### config.mk
export PLATFORM = sky130hd
export DESIGN_NAME = dbgh_host_shifter
export DESIGN_NICKNAME = d
export VERILOG_FILES = /design/src/rtl/dbgh_pkg.sv /design/src/rtl/dbgh_sync.sv /design/src/rtl/dbgh_half_timer.sv /design/src/rtl/dbgh_frame_shift.sv /design/src/rtl/dbgh_host_shifter.sv
export SDC_FILE = /design/constraint.sdc
export NUM_CORES = 1
export LEC_CHECK = 0
export CORE_UTILIZATION = 49
export CTS_CLUSTER_SIZE = 30
export DETAILED_ROUTE_END_ITERATION = 10
export HOLD_SLACK_MARGIN = 0.06
export MAX_ROUTING_LAYER = met4
export PLACE_DENSITY = 0.79
export SLEW_MARGIN = 20
export SYNTH_ARGS = -nofsm -noshare
export SYNTH_HDL_FRONTEND = slang
export SYNTH_SLANG_ARGS = --single-unit
### constraint.sdc
create_clock -name clk -period 5.8 [get_ports clk]
set_input_delay 0.87 -clock clk [delete_from_list [all_inputs] [get_ports clk]]
set_output_delay 0.87 -clock clk [all_outputs]
set_load 0.005 [all_outputs]
### src/rtl/dbgh_pkg.sv
// Shared types and default sizes for the debug host shifter.
// Assumes nothing beyond IEEE 1800-2017.
package dbgh_pkg;
    localparam int LONG_DATA_W  = 32;
    localparam int SHORT_DATA_W = 7;

    typedef enum logic [1:0] {
        ST_IDLE,
        ST_WAIT,
        ST_SHIFT
    } host_state_e;
endpackage

### src/rtl/dbgh_sync.sv
// Multi-flop synchronizer for the asynchronous target response line.
// Assumes STAGES >= 1; the reset value is the "target busy" level.
module dbgh_sync #(
    parameter int STAGES    = 2,
    parameter bit RESET_VAL = 1'b1
) (
    input  logic clk,
    input  logic rst_n,
    input  logic d,
    output logic q
);
    logic [STAGES-1:0] chain;

    for (genvar i = 0; i < STAGES; i++) begin : g_stage
        if (i == 0) begin : g_first
            // First stage samples the raw line.
            always_ff @(posedge clk) begin
                if (!rst_n) chain[i] <= RESET_VAL;
                else        chain[i] <= d;
            end
        end else begin : g_next
            // Later stages pass the value along the chain.
            always_ff @(posedge clk) begin
                if (!rst_n) chain[i] <= RESET_VAL;
                else        chain[i] <= chain[i-1];
            end
        end
    end

    assign q = chain[STAGES-1];
endmodule

### src/rtl/dbgh_half_timer.sv
// Half-period timer: while run is high, tick pulses once every half_div
// cycles (a half_div of 0 behaves as 1). Restarts from zero when run drops.
module dbgh_half_timer #(
    parameter int DIV_W = 8
) (
    input  logic             clk,
    input  logic             rst_n,
    input  logic             run,
    input  logic [DIV_W-1:0] half_div,
    output logic             tick
);
    logic [DIV_W-1:0] cnt;
    logic [DIV_W-1:0] last;

    // Terminal count of one half period.
    always_comb last = (half_div == '0) ? '0 : half_div - DIV_W'(1);

    assign tick = run && (cnt == last);

    // Count cycles inside the current half period.
    always_ff @(posedge clk) begin
        if (!rst_n || !run) cnt <= '0;
        else if (tick)      cnt <= '0;
        else                cnt <= cnt + DIV_W'(1);
    end
endmodule

### src/rtl/dbgh_frame_shift.sv
// Frame shifter: holds the outgoing frame MSB first and collects the
// incoming bits LSB-side. Assumes load, step and sample are never
// asserted in the same cycle.
module dbgh_frame_shift #(
    parameter int FRAME_W = 35
) (
    input  logic               clk,
    input  logic               rst_n,
    input  logic               load,
    input  logic [FRAME_W-1:0] load_frame,
    input  logic               step,
    input  logic               sample,
    input  logic               rx_bit,
    output logic               tx_bit,
    output logic [FRAME_W-1:0] rx_word
);
    logic [FRAME_W-1:0] tx_sr;

    // Outgoing bits: load left-aligned, move one place per bit time.
    always_ff @(posedge clk) begin
        if (!rst_n)    tx_sr <= '0;
        else if (load) tx_sr <= load_frame;
        else if (step) tx_sr <= {tx_sr[FRAME_W-2:0], 1'b0};
    end

    // Incoming bits: cleared per command so short replies read zero above.
    always_ff @(posedge clk) begin
        if (!rst_n || load) rx_word <= '0;
        else if (sample)    rx_word <= {rx_word[FRAME_W-2:0], rx_bit};
    end

    assign tx_bit = tx_sr[FRAME_W-1];
endmodule

### src/rtl/dbgh_host_shifter.sv
// Debug host command shifter. Accepts one command, waits for the target
// to pull dbg_rsp low, then clocks out a 10- or 35-bit frame while
// collecting the target's reply. Assumes cfg_half_div > SYNC_STAGES and
// that configuration is stable while a command is in flight.
module dbgh_host_shifter
    import dbgh_pkg::*;
#(
    parameter int DIV_W       = 8,
    parameter int WAIT_W      = 16,
    parameter int SYNC_STAGES = 2,
    parameter int LONG_DATA   = LONG_DATA_W,
    parameter int SHORT_DATA  = SHORT_DATA_W
) (
    input  logic                 clk,
    input  logic                 rst_n,
    input  logic [DIV_W-1:0]     cfg_half_div,
    input  logic [WAIT_W-1:0]    cfg_wait_limit,
    input  logic                 cmd_valid,
    output logic                 cmd_ready,
    input  logic                 cmd_mode,
    input  logic                 cmd_ctrl,
    input  logic [LONG_DATA-1:0] cmd_data,
    output logic                 dbg_clk,
    output logic                 dbg_cmd,
    input  logic                 dbg_rsp,
    output logic                 rsp_valid,
    output logic                 rsp_status0,
    output logic                 rsp_status1,
    output logic [LONG_DATA-1:0] rsp_data,
    output logic                 rsp_timeout
);
    localparam int LONG_LEN  = LONG_DATA + 3;
    localparam int SHORT_LEN = SHORT_DATA + 3;
    localparam int CNT_W     = $clog2(LONG_LEN);
    localparam logic [CNT_W-1:0] LONG_LAST  = CNT_W'(LONG_LEN - 1);
    localparam logic [CNT_W-1:0] SHORT_LAST = CNT_W'(SHORT_LEN - 1);

    host_state_e          state;
    logic                 clk_q, low_phase, short_q, rsp_sync, tick, tx_bit;
    logic [CNT_W-1:0]     bit_cnt, frame_last;
    logic [WAIT_W-1:0]    wait_cnt, wait_last;
    logic [LONG_LEN-1:0]  load_frame, rx_word;
    logic                 load, step, sample, frame_end, ready_bit;
    logic                 st0_now, st1_now;
    logic [LONG_DATA-1:0] data_now;

    dbgh_sync #(.STAGES(SYNC_STAGES), .RESET_VAL(1'b1)) u_sync (
        .clk(clk), .rst_n(rst_n), .d(dbg_rsp), .q(rsp_sync)
    );

    dbgh_half_timer #(.DIV_W(DIV_W)) u_timer (
        .clk(clk), .rst_n(rst_n), .run(state == ST_SHIFT),
        .half_div(cfg_half_div), .tick(tick)
    );

    dbgh_frame_shift #(.FRAME_W(LONG_LEN)) u_shift (
        .clk(clk), .rst_n(rst_n), .load(load), .load_frame(load_frame),
        .step(step), .sample(sample), .rx_bit(rsp_sync),
        .tx_bit(tx_bit), .rx_word(rx_word)
    );

    // Build the outgoing frame, left-aligned so the start bit leaves first.
    always_comb begin
        load_frame = '0;
        if (cmd_mode)
            load_frame[LONG_LEN-1 -: SHORT_LEN] =
                {1'b1, cmd_mode, cmd_ctrl, cmd_data[SHORT_DATA-1:0]};
        else
            load_frame = {1'b1, cmd_mode, cmd_ctrl, cmd_data};
    end

    // Pick reply fields out of the captured bits by frame size.
    always_comb begin
        if (short_q) begin
            ready_bit = rx_word[SHORT_LEN-1];
            st0_now   = rx_word[SHORT_DATA+1];
            st1_now   = rx_word[SHORT_DATA];
            data_now  = LONG_DATA'(rx_word[SHORT_DATA-1:0]);
        end else begin
            ready_bit = rx_word[LONG_LEN-1];
            st0_now   = rx_word[LONG_DATA+1];
            st1_now   = rx_word[LONG_DATA];
            data_now  = rx_word[LONG_DATA-1:0];
        end
    end

    // Strobes shared by the FSM and the shifter.
    always_comb begin
        frame_last = short_q ? SHORT_LAST : LONG_LAST;
        wait_last  = (cfg_wait_limit == '0) ? '0 : cfg_wait_limit - WAIT_W'(1);
        load       = (state == ST_IDLE) && cmd_valid;
        sample     = (state == ST_SHIFT) && tick && !low_phase;
        frame_end  = (state == ST_SHIFT) && tick && low_phase && (bit_cnt == frame_last);
        step       = (state == ST_SHIFT) && tick && low_phase && (bit_cnt != frame_last);
    end

    // Control FSM: accept, wait for target ready, run the bit clock, reply.
    always_ff @(posedge clk) begin
        if (!rst_n) begin
            state       <= ST_IDLE;
            clk_q       <= 1'b1;
            low_phase   <= 1'b0;
            short_q     <= 1'b0;
            bit_cnt     <= '0;
            wait_cnt    <= '0;
            rsp_valid   <= 1'b0;
            rsp_status0 <= 1'b0;
            rsp_status1 <= 1'b0;
            rsp_data    <= '0;
            rsp_timeout <= 1'b0;
        end else begin
            rsp_valid <= 1'b0;
            case (state)
                ST_IDLE: begin
                    if (cmd_valid) begin
                        short_q  <= cmd_mode;
                        wait_cnt <= '0;
                        state    <= ST_WAIT;
                    end
                end
                ST_WAIT: begin
                    if (!rsp_sync) begin
                        bit_cnt   <= '0;
                        low_phase <= 1'b0;
                        state     <= ST_SHIFT;
                    end else if (wait_cnt >= wait_last) begin
                        rsp_valid   <= 1'b1;
                        rsp_timeout <= 1'b1;
                        rsp_status0 <= 1'b0;
                        rsp_status1 <= 1'b0;
                        rsp_data    <= '0;
                        state       <= ST_IDLE;
                    end else begin
                        wait_cnt <= wait_cnt + WAIT_W'(1);
                    end
                end
                ST_SHIFT: begin
                    if (tick && !low_phase) begin
                        clk_q     <= 1'b0;
                        low_phase <= 1'b1;
                    end else if (tick) begin
                        clk_q     <= 1'b1;
                        low_phase <= 1'b0;
                        if (frame_end) begin
                            rsp_valid   <= 1'b1;
                            rsp_timeout <= 1'b0;
                            rsp_status0 <= st0_now;
                            rsp_status1 <= st1_now;
                            rsp_data    <= data_now;
                            state       <= ST_IDLE;
                        end else begin
                            bit_cnt <= bit_cnt + CNT_W'(1);
                        end
                    end
                end
                default: state <= ST_IDLE;
            endcase
        end
    end

    assign cmd_ready = (state == ST_IDLE);
    assign dbg_clk   = clk_q;
    assign dbg_cmd   = (state == ST_SHIFT) && tx_bit;

    // link rests with clock high and command low outside a frame.
    p_idle_levels_r9: assert property (@(posedge clk) disable iff (!rst_n)
        (state != ST_SHIFT) |-> (dbg_clk && !dbg_cmd));
    // a busy target keeps the host from starting a frame.
    p_gate_busy_r2: assert property (@(posedge clk) disable iff (!rst_n)
        (state == ST_WAIT && rsp_sync) |=> (state != ST_SHIFT));
    // the command line moves only while the debug clock is high.
    p_cmd_edge_r6: assert property (@(posedge clk) disable iff (!rst_n)
        !$stable(dbg_cmd) |-> dbg_clk);
    // the reply strobe lasts one cycle.
    p_pulse_r8: assert property (@(posedge clk) disable iff (!rst_n)
        rsp_valid |=> !rsp_valid);
    // an accepted command closes the input until the reply.
    p_accept_r8: assert property (@(posedge clk) disable iff (!rst_n)
        (cmd_valid && cmd_ready) |=> !cmd_ready);
    // a timed-out reply carries no status or data.
    p_timeout_r7: assert property (@(posedge clk) disable iff (!rst_n)
        (rsp_valid && rsp_timeout) |-> (rsp_data == '0 && !rsp_status0 && !rsp_status1));
    // the bit counter stays inside the frame chosen at acceptance.
    p_bitcnt_r3: assert property (@(posedge clk) disable iff (!rst_n)
        (state == ST_SHIFT) |-> (bit_cnt <= frame_last));
    // the first bit captured in a completed frame is the ready bit 0.
    p_ready_bit_r4: assert property (@(posedge clk) disable iff (!rst_n)
        frame_end |-> !ready_bit);
endmodule

==> results.cfg <==
[synth]
synth_cell_types = 66
yosysWarnings = 0
synth-main-ff-cell = dfxtp_1
syn_inst = 812
synth_fp_nets = 899
synth-edff-count = 0
syn_area_sq_um = 6860
ys_seq_elements = 142
yosysSeqAreaShare_pct = 41.4
async_reset_ff_share_pct = 0
postSynthAreaPerCell_sq_um = 8.45

[clock_tree]
clk_transition_reported_paths_ns = 0.06
cts_setup_buffers = 0
tritoncts = built
cts_root_buffer = clkbuf_16
cts.sinks = 142
insertion_delay_ns = 0.43
post_cts_resized = 0
htree_levels = 4
cts_inserted_buffers = 17
clockBufferDepth = 2
postCtsHoldBufs = 0

[sta]
hold_violations = 0
finalCritPeriodShare_pct = 83.6
skew_ns = 0.0127
tightestPinTransition_ns = 1.08
grt_setup_unrepaired = no
fin_crit_ns = 4.85
final-setup-viol-count = 0
setup_tns_ns = 0
finalMaxSlewViolations = 0
max_slew_margin_pct = 27.8
setup_ws_ns = 0.950
fmax_ghz = 0.206

[placed_design]
dp.cells = 1048
hpwl_mm = 10.4
pre_cts_ws_ns = 0.596
place.gp.congestion = 0.863
port_buffers = 100

[global_routing]
antenna_found_initial = 0
grt_pass1_wl_mm = 26.4
first_global_vias = 5683
grt_max_degree = 73
grt_overflow = 0
grt_usage_pct = 23.2

[floorplan]
fp.coreArea_sq_um = 13500
fp.dieW_microns = 120
ios = 101
start_util_pct = 51.0
die_area_sq_um = 14500
die_height_microns = 120
rows = 42

[detailed_routing]
ant_nets = 0
first_iter_violations = 406
wl_per_cell_microns = 14.7
dr.pass1.iters = 5
post-route-drc-count = 0
drt-total-wl_mm = 15.8
vias_per_cell = 5.69
num_vias = 6142

[finish]
area_growth_pct = 24.7
fill_cells = 1154
final_cells = 1080
num-nets-final = 978
n_antenna_cell = 0
layout-drive-gt1-share_pct = 7.30

[power_and_ir_drop]
p_leak_nw = 3.11
ir_worst_vdd_uv = 205
cellPowerDensity_nw_per_um2 = 296

[critical_path]
worstPathMaxFanout = 35
critPathRequiredTime_ns = 6.16
slowest_stage = or4_1
end_kind = flop
slowest_delay_ns = 0.57
regToRegEndpoint = rsp_data[16]
cp.depth = 17
critPathLaunch = cfg_wait_limit[5]
reg2regPathDepth = 10
ff2ff_setup_slack_ns = 2.80
cp-start-kind = primary input
path_cells = clkdlybuf4s50_1, or4_1, or4_1, nor2_1, nand2_1, xnor2_1, nand2_1, ha_1, nand4_1, nor2_1, a211oi_1, a21oi_1, o21a_1, a21oi_1, o21a_1, buf_4, a22o_1
path_buf_inv = 2
critPathTopFamily = simple AND/OR/NAND/NOR gates
r2r_start = wait_cnt[2]
crit_end = rsp_data[16]
arrival_ns = 5.21
path_class = primary input to flop

[outcome]
outcome = complete, no violations

[hold_path]
hp-class = flop to flop

[flow_run]
cap_violations = 0
## layout make-up
class | count | area [sq um] | area share (%)
Multi-Input combinational cell | 602 | 3710 | 43.4
Sequential cell | 142 | 2840 | 33.2
Timing Repair Buffer | 110 | 1080 | 12.6
Clock buffer | 20 | 457 | 5.34
Tap cell | 176 | 220 | 2.57
Clock inverter | 12 | 183 | 2.13
Inverter | 18 | 67.6 | 0.789
## where the power goes
group	internal [mW]	total, mW	leakage [nW]	switching [mW]
Combinational	0.130	0.322	1.65	0.192
Sequential	1.02	1.05	1.15	0.0254
Clock	0.746	1.16	0.304	0.418
Total	1.90	2.53	3.11	0.635
## Yosys cell counts (3+ instances only)
master	n	share of area, %
nor3_1	12	0.88
nor2b_1	5	0.46
a311oi_1	25	3.2
nor2_1	44	2.4
nand4_1	9	0.82
nand3_1	21	1.5
and2_1	5	0.46
buf_4	4	0.44
nand2b_1	7	0.64
o21a_1	4	0.44
o2111ai_1	3	0.38
o211ai_1	3	0.33
nand2_1	178	9.7
clkbuf_1	33	1.8
a31oi_1	14	1.3
a21oi_1	73	5.3
o31ai_1	4	0.44
xnor2_1	9	1.1
buf_2	8	0.58
buf_6	4	0.66
nand3b_1	4	0.44
mux2_2	12	2.0
and3_1	8	0.73
xor2_1	27	3.4
o41ai_1	3	0.38
or4_1	4	0.44
or3_1	4	0.36
ha_1	25	4.6
o21ai_0	23	1.7
inv_1	17	0.93
dfxtp_1	142	41
a22o_1	35	4.5
## worst min-delay path by stage
stage               startpoint       end  depth (start not counted)
6_report       u_sync.chain[0]  u_sync.q                          1
3_3_place_gp   u_sync.chain[0]  u_sync.q                          1
3_5_place_dp   u_sync.chain[0]  u_sync.q                          1
5_1_grt        u_sync.chain[0]  u_sync.q                          1
4_1_cts        u_sync.chain[0]  u_sync.q                          1
2_1_floorplan  u_sync.chain[0]  u_sync.q                          1
## metal layers
| metal | routed length (microns) | global-route usage, % | vias to the layer above |
|---|---|---|---|
| met2 | 7480 | 36.0 | 161 |
| met1 | 7300 | 29.3 | 2888 |
| li1 | - | - | 3066 |
| met5 | 0 | - | - |
| met4 | 291 | 8.95 | 0 |
| met3 | 745 | 5.33 | 27 |
## through the flow
| stage | power [mW] | hold slack, ns | area (sq um) | util, % |
|---|---|---|---|---|
| after floorplan | 1.28 | 0.386 | 6860 | - |
| after global placement | 1.38 | 0.391 | 7920 | 58.9 |
| after detailed placement | 1.39 | 0.394 | 7920 | 58.9 |
| after CTS | 2.55 | 0.403 | 8560 | 63.6 |
| after global routing | 2.64 | 0.410 | 8560 | 63.6 |
| final | 2.53 | 0.404 | 8560 | 63.6 |
## logic make-up (layout without fill, tap and decap cells)
family                   Yosys count  after routing  share of synthesized area [%]
adder cells (fa/ha/maj)           25             25                           4.56
multiplexers                      14             14                           2.26
AO/OA/AOI/OAI                    205            205                           20.6
XOR/XNOR                          36             36                           4.60
flip-flops                       142            142                           41.4
AND/OR/NAND/NOR                  322            322                           22.0
buffers and inverters             68            160                           4.52
## cells in the final DEF, fill, tap and decap left out, types with 5 or more instances in the layout
master / Yosys / layout
xor2_1: 27 / 27
nor2_1: 44 / 44
inv_1: 17 / 17
nand2_1: 178 / 176
nor3_1: 12 / 12
a22o_1: 35 / 35
a31oi_1: 14 / 14
a311oi_1: 25 / 25
and2_1: 5 / 5
o21ai_0: 23 / 23
nand2b_1: 7 / 7
clkbuf_16: 0 / 17
nor2b_1: 5 / 5
dfxtp_1: 142 / 142
a21oi_1: 73 / 73
xnor2_1: 9 / 9
clkdlybuf4s50_1: 0 / 100
nand4_1: 9 / 9
mux2_2: 12 / 12
nand3_1: 21 / 21
ha_1: 25 / 25
buf_4: 4 / 10
and3_1: 8 / 8
## registers in the layout, indices dropped and copies added, names as in the netlist, 2 cells and up
name	flops
u_shift.rx_word	34
bit_cnt	6
u_timer.cnt	8
rsp_data	32
u_shift.tx_sr	35
wait_cnt	16
state	2
Power figures use the tool's default switching activity.
